--- src/rtl/pdec_pkg.sv ---
package pdec_pkg;
  localparam int unsigned SLICE_AW = 3;
  localparam int unsigned SLICE_OW = 1 << SLICE_AW;

  typedef struct packed {
    logic [1:0] en_n;
    logic [1:0] en;
  } pdec_gate_t;

  function automatic logic gate_open(pdec_gate_t g);
    return (g.en_n == 2'b00) && (g.en == 2'b11);
  endfunction
endpackage

--- src/rtl/pdec_onehot.sv ---
module pdec_onehot #(
  parameter int unsigned AW = 3,
  localparam int unsigned OW = 1 << AW
) (
  input  logic [AW-1:0] idx_i,
  input  logic          vld_i,
  output logic [OW-1:0] hot_o
);
  for (genvar i = 0; i < OW; i++) begin : g_line
    assign hot_o[i] = vld_i && (idx_i == AW'(i));
  end
endmodule

--- src/rtl/pdec_slice.sv ---
module pdec_slice
  import pdec_pkg::*;
(
  input  logic [SLICE_AW-1:0] addr_i,
  input  pdec_gate_t          gate_i,
  input  logic                pol_i,
  input  logic [1:0]          oe_n_i,
  output logic [SLICE_OW-1:0] data_o,
  output logic [SLICE_OW-1:0] drv_o
);
  logic [SLICE_OW-1:0] hot;

  pdec_onehot #(.AW(SLICE_AW)) u_hot (
    .idx_i (addr_i),
    .vld_i (gate_open(gate_i)),
    .hot_o (hot)
  );

  // polarity applied after select: idle lines land on pol_i
  assign data_o = hot ^ {SLICE_OW{pol_i}};
  assign drv_o  = {SLICE_OW{~|oe_n_i}};
endmodule

--- src/rtl/pdec_cascade.sv ---
module pdec_cascade
  import pdec_pkg::*;
#(
  parameter int unsigned SLICES = 4,
  localparam int unsigned SEL_W  = (SLICES > 1) ? $clog2(SLICES) : 1,
  localparam int unsigned ADDR_W = SLICE_AW + ((SLICES > 1) ? $clog2(SLICES) : 0),
  localparam int unsigned OUT_W  = SLICE_OW * SLICES
) (
  input  logic [ADDR_W-1:0] addr_i,
  input  logic [1:0]        en_n_i,
  input  logic [1:0]        en_i,
  input  logic              pol_i,
  input  logic [1:0]        oe_n_i,
  output logic [OUT_W-1:0]  data_o,
  output logic [OUT_W-1:0]  drv_o
);
  logic [SLICES-1:0] slice_sel;

  if (SLICES == 1) begin : g_single
    assign slice_sel = 1'b1;
  end else begin : g_multi
    logic [SEL_W-1:0] addr_hi;
    assign addr_hi = addr_i[ADDR_W-1:SLICE_AW];
    for (genvar k = 0; k < SLICES; k++) begin : g_sel
      assign slice_sel[k] = (addr_hi == SEL_W'(k));
    end
  end

  for (genvar k = 0; k < SLICES; k++) begin : g_slice
    pdec_gate_t gate;
    assign gate.en_n = en_n_i;
    // slice select rides on the low active-high enable
    assign gate.en   = {en_i[1], en_i[0] & slice_sel[k]};

    pdec_slice u_slice (
      .addr_i (addr_i[SLICE_AW-1:0]),
      .gate_i (gate),
      .pol_i  (pol_i),
      .oe_n_i (oe_n_i),
      .data_o (data_o[k*SLICE_OW +: SLICE_OW]),
      .drv_o  (drv_o[k*SLICE_OW +: SLICE_OW])
    );
  end
endmodule

--- config.mk ---
export PLATFORM = sky130hd
export DESIGN_NAME = pdec_cascade
export DESIGN_NICKNAME = d
export VERILOG_FILES = /design/src/rtl/pdec_pkg.sv /design/src/rtl/pdec_onehot.sv /design/src/rtl/pdec_slice.sv /design/src/rtl/pdec_cascade.sv
export SDC_FILE = /design/constraint.sdc
export NUM_CORES = 1
export LEC_CHECK = 0
export ABC_AREA = 0
export BUFFER_PORTS_ARGS = -buffer_cell sky130_fd_sc_hd__buf_2
export CAP_MARGIN = 5
export CORE_MARGIN = 1
export CORE_UTILIZATION = 41
export DETAILED_ROUTE_END_ITERATION = 10
export PLACE_DENSITY = 0.85
export SLEW_MARGIN = 0
export SYNTH_ARGS = -nofsm -noshare
export SYNTH_HDL_FRONTEND = slang
export SYNTH_SLANG_ARGS = --single-unit
--- constraint.sdc ---
create_clock -name vclk -period 2.08
set_input_delay 0.312 -clock vclk [all_inputs]
set_output_delay 0.312 -clock vclk [all_outputs]
set_load 0.05 [all_outputs]
==> impl_metrics.csv <==
group,metric,value,unit
drt,antenna_left,0,
sta,fmax,540,MHz
critical_path,cp_top_family,"buffers and inverters",
critical_path,cp-start-kind,"input pin",
drt,dr.pass1.iters,4,
placement,dpl_cell_area,1130,um2
drt,wl,1970,um
floorplanning,rows,16,
placement,dpl.hpwl,1570,um
global_routing,antenna_found_initial,0,
sta,rsz0062_at_grt,"false",
critical_path,cp_slowest_cell,"buf_2",
global_routing,grt_max_degree,33,
critical_path,cp.arrival,1540,ps
drt,drcViolationCount,0,
layout,seq_cell_count,0,
critical_path,critical_path_class,"input pin to output port",
power,peakVddDrop,0.249,mV
layout,diodes,0,
logic_synthesis,synth_cell_types,20,
floorplanning,ios,76,
sta,setup_violations,0,
critical_path,cp_data_required_time,1770,ps
layout,final_common_cell,"buf_2",
logic_synthesis,yosysWarningCount,0,
sta,hold_viol,0,
sta,worst_pin_slew,462,ps
worst_hold_path,hold_class,"input pin to output port",
critical_path,worstPathMaxFanout,16,
sta,final-max-slew-violation-count,0,
logic_synthesis,synth_nets,134,
power,power.leakage,0.591,nW
power,power,0.416,mW
floorplanning,fp.dieH,48.5,um
outcome,status,"complete, no violations",
floorplanning,die_area,2350,um2
layout,fin_nets,175,
sta,timing.slew.headroom,69.0,%
placement,io_buffers,76,
critical_path,end_kind,"output port",
floorplanning,start_util,44.2,%
drt,drt_iter0_markers,20,
layout,fillers,185,
drt,num_vias,916,
layout,clock_buffers,0,
logic_synthesis,yosysSeqAreaShare,0,%
global_routing,grt_pass1_wl,3010,um
logic_synthesis,avgSynthCellArea,7.25,um2
layout,multi_input_area,674,um2
clock_network,post_cts_resize_count,0,
floorplanning,core-area,2000,um2
clock_network,post-cts-setup-buffers,0,
layout,postLayoutCellArea,1130,um2
critical_path,cpPeakStageDelay,290,ps
critical_path,critPathBufInv,3,
drt,wl_per_cell,10.5,um
global_routing,grt_pass1_vias,706,
sta,period_needed,1850,ps
layout,ff_latch_area,0,um2
layout,drive_above_1_share,60.2,%
clock_network,postCtsHoldBufs,0,
drt,via_per_inst,4.87,
sta,setup_tns,0,ps
logic_synthesis,syn_area,885,um2
floorplanning,chipWidth,48.5,um
placement,place_congestion,0.789,
layout,final_cell_mix,"buf_2 (76), xor2_1 (16), nor3_1 (13), nand3_1 (13), xnor2_2 (10)",
logic_synthesis,netlist_instances,122,
global_routing,overflow,0,
sta,fin_crit_sh,89.1,%
power,cellPowerDensity,368,nW/um2
critical_path,cp_common_cell,"buf_2",
critical_path,path_cells,"buf_2, nor4bb_2, buf_4, nand4_1, xnor2_1, buf_2",
layout,syn2layout_area_growth,27.9,%
global_routing,gr-usage-all-layers,15.0,%
job,timing.max_cap.violations,0,
==> path summary, 6_finish.rpt <==
check	startpoint	end	slack [ps]	cells past startpoint
setup / recovery	en_n_i[1]	data_o[24]	230	6
hold / removal	oe_n_i[0]	drv_o[10]	1150	4
==> metal layers <==
metal  vias to the layer above  wire length [um]  share of wire, %  track usage (%)
met2                        62              1000                51             31.2
met3                         0               205                10            0.314
met4                         0                 0                 0            0.490
met5                         -                 0                 0                0
li1                        460                 -                 -                -
met1                       394               761                39             17.7
==> kinds of logic after synthesis <==
group                  after synthesis  synth area share (%)
buffers and inverters               41                  33.2
AND/OR/NAND/NOR                     49                  35.1
XOR/XNOR                            32                  31.7
==> cell type report <==
cell class	count	area share, %
tap	27	2.99
timing repair buffer	80	37.4
multi-input combinational	81	59.6
==> Yosys cell counts, drive strengths merged <==
cell type | instances | area, um2
buf | 39 | 285
clkbuf | 2 | 8.75
nand2 | 1 | 3.75
nand2b | 2 | 12.5
nand3 | 13 | 65.1
nand3b | 3 | 22.5
nand4 | 4 | 25.0
nand4bb | 1 | 11.3
nor2 | 2 | 7.51
nor2b | 2 | 12.5
nor3 | 13 | 65.1
nor3b | 3 | 37.5
nor4 | 4 | 37.5
nor4bb | 1 | 10.0
xnor2 | 16 | 140
xor2 | 16 | 140
==> power by group <==
group	switching, mW	total (mW)	internal [mW]
registers	0	0	0
logic	0.325	0.416	0.0909
clock network	0	0	0
total	0.325	0.416	0.0909
==> per-stage QoR <==
stage                     std cells  worst slack [ps]  hold slack [ps]  util [%]
after floorplan                 122              9.92              829         -
final                           188               227             1150      56.5
after global placement          188               247             1140      56.5
after CTS                       188               214             1150      56.5
after global routing            188               107             1180      56.5
after detailed placement        188               215             1150      56.5
(Power assumes the default switching activity.)
